==> src/rtl/pvic_pkg.sv <==
// Package: shared constants for the prioritized interrupt controller.
// Assumes a word-addressed register bus of 7 address bits.
package pvic_pkg;
    localparam int PRIO_W  = 8;
    localparam int ID_W    = 8;
    localparam int ADDR_W  = 7;
    localparam int PAD_LINES = 256;

    localparam logic [ID_W-1:0] NMI_ID = 8'hFF;

    // Word address bases of the register regions
    localparam int A_EN_SET = 'h00;
    localparam int A_EN_CLR = 'h08;
    localparam int A_PD_SET = 'h10;
    localparam int A_PD_CLR = 'h18;
    localparam int A_ACT    = 'h20;
    localparam int A_MODE   = 'h28;
    localparam int A_PRIO   = 'h30;
    localparam int N_PRIO_W = 60;
    localparam int A_SPLIT  = 'h6C;
    localparam int A_TRIG   = 'h6D;

    typedef logic [PRIO_W-1:0] prio_t;
endpackage

==> src/rtl/pvic_capture.sv <==
// Module: per-line input capture.
// Turns each raw input into a one-cycle pending-set request. A line in edge
// mode fires once per rising edge. A line in level mode fires every cycle
// while its input is high and the line is neither active nor being
// acknowledged. Assumes the inputs are already synchronous to clk.
module pvic_capture #(
    parameter int N = 32
) (
    input  logic         clk,
    input  logic         rst_n,
    input  logic [N-1:0] irq_in,
    input  logic [N-1:0] edge_mode,
    input  logic [N-1:0] busy,
    output logic [N-1:0] set_req
);
    logic [N-1:0] prev_q;

    for (genvar g = 0; g < N; g++) begin : g_line
        // Remember the previous input level for edge detection
        always_ff @(posedge clk) begin
            if (!rst_n) prev_q[g] <= 1'b0;
            else        prev_q[g] <= irq_in[g];
        end

        // Choose the edge or level rule for this line
        always_comb begin
            if (edge_mode[g]) set_req[g] = irq_in[g] & ~prev_q[g];
            else              set_req[g] = irq_in[g] & ~busy[g];
        end

        // An edge-mode line never requests on two cycles in a row
        p_edge_once_r9: assert property (@(posedge clk) disable iff (!rst_n)
            (edge_mode[g] && set_req[g]) |=> !(edge_mode[g] && set_req[g]));
    end
endmodule

==> src/rtl/pvic_arbiter.sv <==
// Module: minimum-key selector.
// Among the valid entries it finds the smallest key, and on equal keys the
// lowest index. It is used both for candidate selection and for the running
// group of the active handlers. Purely combinational; the clock and reset
// serve only the assertions.
module pvic_arbiter #(
    parameter int N  = 32,
    parameter int KW = 8
) (
    input  logic                 clk,
    input  logic                 rst_n,
    input  logic [N-1:0]         valid,
    input  logic [N-1:0][KW-1:0] keys,
    output logic                 found,
    output logic [7:0]           idx,
    output logic [KW-1:0]        key
);
    // Linear scan; the strict compare keeps the lowest index on ties
    always_comb begin
        found = 1'b0;
        idx   = '0;
        key   = '1;
        for (int i = 0; i < N; i++) begin
            if (valid[i] && (!found || keys[i] < key)) begin
                found = 1'b1;
                idx   = 8'(i);
                key   = keys[i];
            end
        end
    end

    p_found_any_r5: assert property (@(posedge clk) disable iff (!rst_n)
        found == (|valid));
    p_idx_range_r5: assert property (@(posedge clk) disable iff (!rst_n)
        found |-> (idx < 8'(N)));
endmodule

==> src/rtl/pvic_regs.sv <==
// Module: register file and per-line state.
// Holds the enable, pending, active, mode and priority state and the group
// split. It applies bus writes, captured input events, acknowledges and
// completions, and decodes reads. Assumes at most one bus write per cycle
// and that N is at most 240.
module pvic_regs
    import pvic_pkg::*;
#(
    parameter int N = 32
) (
    input  logic               clk,
    input  logic               rst_n,
    input  logic               we,
    input  logic [ADDR_W-1:0]  addr,
    input  logic [31:0]        wdata,
    output logic [31:0]        rdata,
    input  logic [N-1:0]       cap_set,
    input  logic [N-1:0]       ack_vec,
    input  logic [N-1:0]       done_vec,
    output logic [N-1:0]       en_o,
    output logic [N-1:0]       pend_o,
    output logic [N-1:0]       act_o,
    output logic [N-1:0]       mode_o,
    output logic [N-1:0][7:0]  prio_o,
    output logic [2:0]         split_o
);
    logic [N-1:0]      en_q, pend_q, act_q, mode_q;
    logic [N-1:0]      en_n, pend_n, act_n, mode_n;
    logic [N-1:0][7:0] prio_q, prio_n;
    logic [2:0]        split_q;

    logic [PAD_LINES-1:0]      en_pad, pend_pad, act_pad, mode_pad;
    logic [PAD_LINES-1:0][7:0] prio_pad;
    logic [5:0]                pw;

    // Next state for each line from writes, capture, acknowledge and completion
    always_comb begin
        en_n   = en_q;
        pend_n = pend_q;
        act_n  = act_q;
        mode_n = mode_q;
        prio_n = prio_q;
        for (int i = 0; i < N; i++) begin
            if (we && addr == 7'(A_EN_SET + i / 32) && wdata[i % 32]) en_n[i] = 1'b1;
            if (we && addr == 7'(A_EN_CLR + i / 32) && wdata[i % 32]) en_n[i] = 1'b0;
            if (we && addr == 7'(A_PD_CLR + i / 32) && wdata[i % 32]) pend_n[i] = 1'b0;
            if (ack_vec[i]) pend_n[i] = 1'b0;
            if (we && addr == 7'(A_PD_SET + i / 32) && wdata[i % 32]) pend_n[i] = 1'b1;
            if (we && addr == 7'(A_TRIG) && wdata[7:0] == 8'(i)) pend_n[i] = 1'b1;
            if (cap_set[i]) pend_n[i] = 1'b1;
            if (done_vec[i]) act_n[i] = 1'b0;
            if (ack_vec[i])  act_n[i] = 1'b1;
            if (we && addr == 7'(A_MODE + i / 32)) mode_n[i] = wdata[i % 32];
            if (we && addr == 7'(A_PRIO + i / 4)) prio_n[i] = wdata[8 * (i % 4) +: 8];
        end
    end

    // State registers with synchronous reset
    always_ff @(posedge clk) begin
        if (!rst_n) begin
            en_q    <= '0;
            pend_q  <= '0;
            act_q   <= '0;
            mode_q  <= '0;
            prio_q  <= '0;
            split_q <= '0;
        end else begin
            en_q   <= en_n;
            pend_q <= pend_n;
            act_q  <= act_n;
            mode_q <= mode_n;
            prio_q <= prio_n;
            if (we && addr == 7'(A_SPLIT)) split_q <= wdata[2:0];
        end
    end

    // Zero-extend the state to the widest line count for read indexing
    always_comb begin
        en_pad   = '0;
        pend_pad = '0;
        act_pad  = '0;
        mode_pad = '0;
        prio_pad = '0;
        for (int i = 0; i < N; i++) begin
            en_pad[i]   = en_q[i];
            pend_pad[i] = pend_q[i];
            act_pad[i]  = act_q[i];
            mode_pad[i] = mode_q[i];
            prio_pad[i] = prio_q[i];
        end
    end

    // Read decode for every region
    always_comb begin
        rdata = '0;
        pw    = 6'(addr - 7'(A_PRIO));
        if (addr < 7'(A_PRIO)) begin
            unique case (addr[5:3])
                3'd0, 3'd1: rdata = en_pad[{addr[2:0], 5'd0} +: 32];
                3'd2, 3'd3: rdata = pend_pad[{addr[2:0], 5'd0} +: 32];
                3'd4:       rdata = act_pad[{addr[2:0], 5'd0} +: 32];
                3'd5:       rdata = mode_pad[{addr[2:0], 5'd0} +: 32];
                default:    rdata = '0;
            endcase
        end else if (addr < 7'(A_PRIO + N_PRIO_W)) begin
            for (int b = 0; b < 4; b++) rdata[8 * b +: 8] = prio_pad[{pw, 2'(b)}];
        end else if (addr == 7'(A_SPLIT)) begin
            rdata = {29'd0, split_q};
        end
    end

    assign en_o    = en_q;
    assign pend_o  = pend_q;
    assign act_o   = act_q;
    assign mode_o  = mode_q;
    assign prio_o  = prio_q;
    assign split_o = split_q;

    // A trigger write to an existing line leaves that line pending
    p_trig_pends_r4: assert property (@(posedge clk) disable iff (!rst_n)
        (we && addr == 7'(A_TRIG) && wdata[7:0] < 8'(N)) |=> pend_pad[$past(wdata[7:0])]);
    // A clear-enable write leaves none of the written bits set
    p_clr_enable_r2: assert property (@(posedge clk) disable iff (!rst_n)
        (we && addr == 7'(A_EN_CLR)) |=> ((en_pad[31:0] & $past(wdata)) == 32'd0));
endmodule

==> src/rtl/irq_prio_ctrl.sv <==
// Module: top of the prioritized interrupt controller.
// Combines capture, register state, candidate selection, running-group
// tracking and the non-maskable path into one request toward the core.
// Assumes the core acknowledges only while cpu_req is high and reports
// completions with the number it acknowledged.
module irq_prio_ctrl
    import pvic_pkg::*;
#(
    parameter int NUM_LINES = 32
) (
    input  logic                 clk,
    input  logic                 rst_n,
    input  logic                 bus_wr_en,
    input  logic [6:0]           bus_addr,
    input  logic [31:0]          bus_wdata,
    output logic [31:0]          bus_rdata,
    input  logic [NUM_LINES-1:0] irq_in,
    input  logic                 nmi_in,
    output logic                 cpu_req,
    output logic [7:0]           cpu_id,
    input  logic                 cpu_ack,
    input  logic                 cpu_done,
    input  logic [7:0]           cpu_done_id
);
    localparam int N = NUM_LINES;

    logic [N-1:0]      en, pend, act, mode, cap_set, ack_vec, done_vec, busy, cand_v;
    logic [N-1:0][7:0] prio, prio_grp;
    logic [2:0]        split;
    logic [7:0]        gmask;
    logic              cand_found, run_found;
    logic [7:0]        cand_idx, run_idx, cand_key, run_key;
    logic              nmi_prev_q, nmi_pend_q, nmi_act_q;
    logic              nmi_want, line_ok, ack_line, ack_nmi;
    logic [PAD_LINES-1:0] act_pad;

    pvic_capture #(.N(N)) u_capture (
        .clk(clk), .rst_n(rst_n), .irq_in(irq_in), .edge_mode(mode),
        .busy(busy), .set_req(cap_set)
    );

    pvic_regs #(.N(N)) u_regs (
        .clk(clk), .rst_n(rst_n), .we(bus_wr_en), .addr(bus_addr),
        .wdata(bus_wdata), .rdata(bus_rdata), .cap_set(cap_set),
        .ack_vec(ack_vec), .done_vec(done_vec), .en_o(en), .pend_o(pend),
        .act_o(act), .mode_o(mode), .prio_o(prio), .split_o(split)
    );

    // Group mask from the split and the masked priority of each line
    always_comb begin
        gmask = 8'hFF << split;
        for (int i = 0; i < N; i++) prio_grp[i] = prio[i] & gmask;
        cand_v = pend & en;
    end

    pvic_arbiter #(.N(N), .KW(8)) u_cand (
        .clk(clk), .rst_n(rst_n), .valid(cand_v), .keys(prio),
        .found(cand_found), .idx(cand_idx), .key(cand_key)
    );

    pvic_arbiter #(.N(N), .KW(8)) u_run (
        .clk(clk), .rst_n(rst_n), .valid(act), .keys(prio_grp),
        .found(run_found), .idx(run_idx), .key(run_key)
    );

    // Request decision: non-maskable first, then a line that may preempt
    always_comb begin
        nmi_want = nmi_pend_q && !nmi_act_q;
        line_ok  = cand_found && !nmi_act_q &&
                   (!run_found || ((cand_key & gmask) < run_key));
        cpu_req  = nmi_want || line_ok;
        cpu_id   = nmi_want ? NMI_ID : cand_idx;
        ack_nmi  = cpu_ack && nmi_want;
        ack_line = cpu_ack && !nmi_want && line_ok;
    end

    // Per-line acknowledge, completion and capture-blocking vectors
    always_comb begin
        for (int i = 0; i < N; i++) begin
            ack_vec[i]  = ack_line && cand_idx == 8'(i);
            done_vec[i] = cpu_done && cpu_done_id == 8'(i);
        end
        busy = act | ack_vec;
    end

    // Non-maskable edge capture and in-service flag
    always_ff @(posedge clk) begin
        if (!rst_n) begin
            nmi_prev_q <= 1'b0;
            nmi_pend_q <= 1'b0;
            nmi_act_q  <= 1'b0;
        end else begin
            nmi_prev_q <= nmi_in;
            if (ack_nmi) nmi_pend_q <= 1'b0;
            if (nmi_in && !nmi_prev_q) nmi_pend_q <= 1'b1;
            if (cpu_done && cpu_done_id == NMI_ID) nmi_act_q <= 1'b0;
            if (ack_nmi) nmi_act_q <= 1'b1;
        end
    end

    // Widened active vector for assertion indexing
    always_comb begin
        act_pad = '0;
        for (int i = 0; i < N; i++) act_pad[i] = act[i];
    end

    p_ack_activates_r6: assert property (@(posedge clk) disable iff (!rst_n)
        (cpu_ack && cpu_req && cpu_id != NMI_ID && !(cpu_done && cpu_done_id == cpu_id))
        |=> act_pad[$past(cpu_id)]);
    p_done_clears_r12: assert property (@(posedge clk) disable iff (!rst_n)
        (cpu_done && cpu_done_id < 8'(N) && !cpu_ack) |=> !act_pad[$past(cpu_done_id)]);
    p_nmi_first_r10: assert property (@(posedge clk) disable iff (!rst_n)
        (!nmi_act_q && !cpu_ack && $rose(nmi_in)) |=> (cpu_req && cpu_id == NMI_ID));
    p_nmi_blocks_r10: assert property (@(posedge clk) disable iff (!rst_n)
        (nmi_act_q && cpu_req) |-> cpu_id == NMI_ID);
endmodule

==> config.mk <==
export PLATFORM = sky130hd
export DESIGN_NAME = irq_prio_ctrl
export DESIGN_NICKNAME = d
export VERILOG_FILES = /design/src/rtl/pvic_pkg.sv /design/src/rtl/pvic_capture.sv /design/src/rtl/pvic_arbiter.sv /design/src/rtl/pvic_regs.sv /design/src/rtl/irq_prio_ctrl.sv
export SDC_FILE = /design/constraint.sdc
export NUM_CORES = 2
export LEC_CHECK = 0
export ABC_AREA = 1
export ABC_CLOCK_PERIOD_IN_PS = 80100
export BUFFER_PORTS_ARGS = -buffer_cell sky130_fd_sc_hd__buf_4
export CORE_UTILIZATION = 37
export DETAILED_ROUTE_END_ITERATION = 7
export PLACE_DENSITY = 0.63
export SLEW_MARGIN = 20
export SYNTH_ARGS = -nofsm -noshare
export SYNTH_HDL_FRONTEND = slang
export SYNTH_HIERARCHICAL = 1
export SYNTH_SLANG_ARGS = --single-unit
==> constraint.sdc <==
create_clock -name clk -period 80.1 [get_ports clk]
set_input_delay 4.005 -clock clk [delete_from_list [all_inputs] [get_ports clk]]
set_output_delay 4.005 -clock clk [all_outputs]
set_load 0.01 [all_outputs]
==> flow_summary_export.csv <==
group,metric,value,unit
drt,wl,207.0,mm
timing,fin_hold_ws,0.4172,ns
timing,fin_skew,0.03838,ns
timing,rsz0062_at_grt,"false",
worst_setup_path,timing.rr.start,"u_regs/split_o[2]",
clocking,insertion_delay,0.64,ns
worst_setup_path,path_max_fanout,33,
clocking,cts_buffer_depth,3,
power,p_leak,23.56,nW
global_route,grt_max_degree,122,
clocking,clkSinkCount,422,
yosys,syn_area,42270,µm²
placement,detailedPlacementHpwl,158.9,mm
floorplan,die_h,340.0,µm
global_route,grt_pass1_wl,296.2,mm
yosys,synth_cells,7657,
worst_setup_path,critPathArrivalTime,48.78,ns
timing,finalSetupTns,0,ns
timing,period_needed,52.78,ns
clocking,clk_pin_slew_worst_paths,0.06,ns
cells_and_area,finish.instance_area,45790,µm²
min_path,min_path_type,"reg2reg",
yosys,yosys_warnings,6,
drt,antenna_left,0,
worst_setup_path,cp-start-kind,"flip-flop",
cells_and_area,area.growth.synth_to_final,8.329,%
drt,vias,49896,
floorplan,initial_core_util,0.3747,
timing,clock.fmax,18.95,MHz
drt,drtIter0Drc,6416,
timing,setup_slack,27.32,ns
clocking,cts_inserted_buffers,50,
placement,port_buffers,125,
floorplan,die-area,115600,µm²
drt,wl_per_cell,22.70,µm
worst_setup_path,setup.worst_path.end_class,"output pin",
floorplan,num_io_pins,126,
drt,first_pass_iters,8,
power,power_density,11.25,nW/µm²
drt,via_per_inst,5.470,
cells_and_area,drive_gt1_frac,0.06738,
timing,setup_viol,0,
worst_setup_path,critPathMaxStageDelay,0.76,ns
global_route,grt-ovfl-total,0,
placement,dpl_cell_area,44030,µm²
worst_setup_path,path_class,"reg2out",
timing,worst_pin_slew,1.143,ns
clocking,tritoncts,"built",
global_route,antenna_found_initial,20,
floorplan,std_cell_rows,123,
worst_setup_path,startpoint,"u_regs/split_o[2]",
job,drv_cap,0,
worst_setup_path,cpMostUsedCell,"nand2_1",
floorplan,fp.dieW,340.0,µm
clocking,holdBufCountCts,0,
worst_setup_path,slowest_stage,"o21ai_0",
clocking,cts_htree_levels,2,
timing,slew_headroom,0.2359,
global_route,grt_pass1_vias,44818,
timing,timing_hold_violations_final,0,
yosys,syn_area_per_cell,5.521,µm²
power,finalPower,0.5151,mW
clocking,ctsRootBufferMaster,"clkbuf_16",
drt,drc,0,
status,outcome,"completed",
min_path,hold_start,"nmi_prev_q",
clocking,post_cts_buffers,0,
timing,min_period_over_period,0.6590,
placement,gp_congestion,1.056,
floorplan,core_area,112800,µm²
clocking,cts_resized,0,
timing,maxSlewViolCount,0,
worst_setup_path,required,76.09,ns
global_route,gr-usage-all-layers,0.3429,
cells_and_area,nets,7996,
placement,pre_cts_slack,28.49,ns
power,ir_worst_vdd,0.00001637,V
[worst paths after layout]
kind	endpoint	cells past startpoint	slack [ns]
max	cpu_req	273	27.32
min	nmi_pend_q	1	0.42
max reg2reg	u_regs/pend_o[3]	279	31.08
min reg2reg	nmi_pend_q	1	0.42
[critical path: cells and delay by family, from the launching register on]
family | cells | cell delay (ns)
AND/OR/NAND/NOR | 143 | 15.02
flip-flops | 1 | 0.60
buffers and inverters | 11 | 2.07
AO/OA/AOI/OAI | 87 | 20.19
adder cells (fa/ha/maj) | 32 | 10.09
[routing by layer]
layer	vias up	GRT usage	part of all wire
met5	-	0	0.00061
met2	2615	0.5282	0.43
met4	18	0.2115	0.072
met3	570	0.06004	0.099
met1	22915	0.4438	0.40
li1	23778	-	-
[final cells by class]
cell class | instances | area (µm²)
diodes | 8 | 20.02
clock buffers | 72 | 1454
clock inverters | 14 | 267.8
fillers | 12714 | 67010
inverters | 1020 | 3829
multi-input cells | 5900 | 28480
flip-flops and latches | 422 | 8449
well taps | 1500 | 1877
repair buffers | 186 | 1416
[per-stage QoR]
step | util | instances
6_report | 0.4059 | 9122
3_5_place_dp | 0.3903 | 9027
5_1_grt | 0.4058 | 9114
4_1_cts | 0.4056 | 9113
3_3_place_gp | 0.3903 | 9027
2_1_floorplan | - | 7659
[power breakdown]
group          internal (mW)  switching [mW]  leakage, nW
registers              0.213         0.00293         3.42
clock network          0.145           0.102        0.844
logic                 0.0130          0.0396         19.3
total                  0.371           0.144         23.6
[layout by cell type (no fill, tap or decap), drive strengths merged, types with 63 or more instances in the layout]
master,instances
nand2,2551
nor2,1315
inv,980
o21ai,665
nand3,554
dfxtp,422
ha,331
a21oi,219
buf,186
clkbuf,72
a211oi,63
[flip-flops by register name (all words and copies together) (netlist names)]
name,count
u_regs/prio_o,256
nmi_prev_q,1
u_regs/pend_o,32
nmi_pend_q,1
nmi_act_q,1
u_capture/prev_q,32
u_regs/split_o,3
u_regs/en_o,32
u_regs/act_o,32
u_regs/mode_o,32
Power figures use the tool's default switching activity.
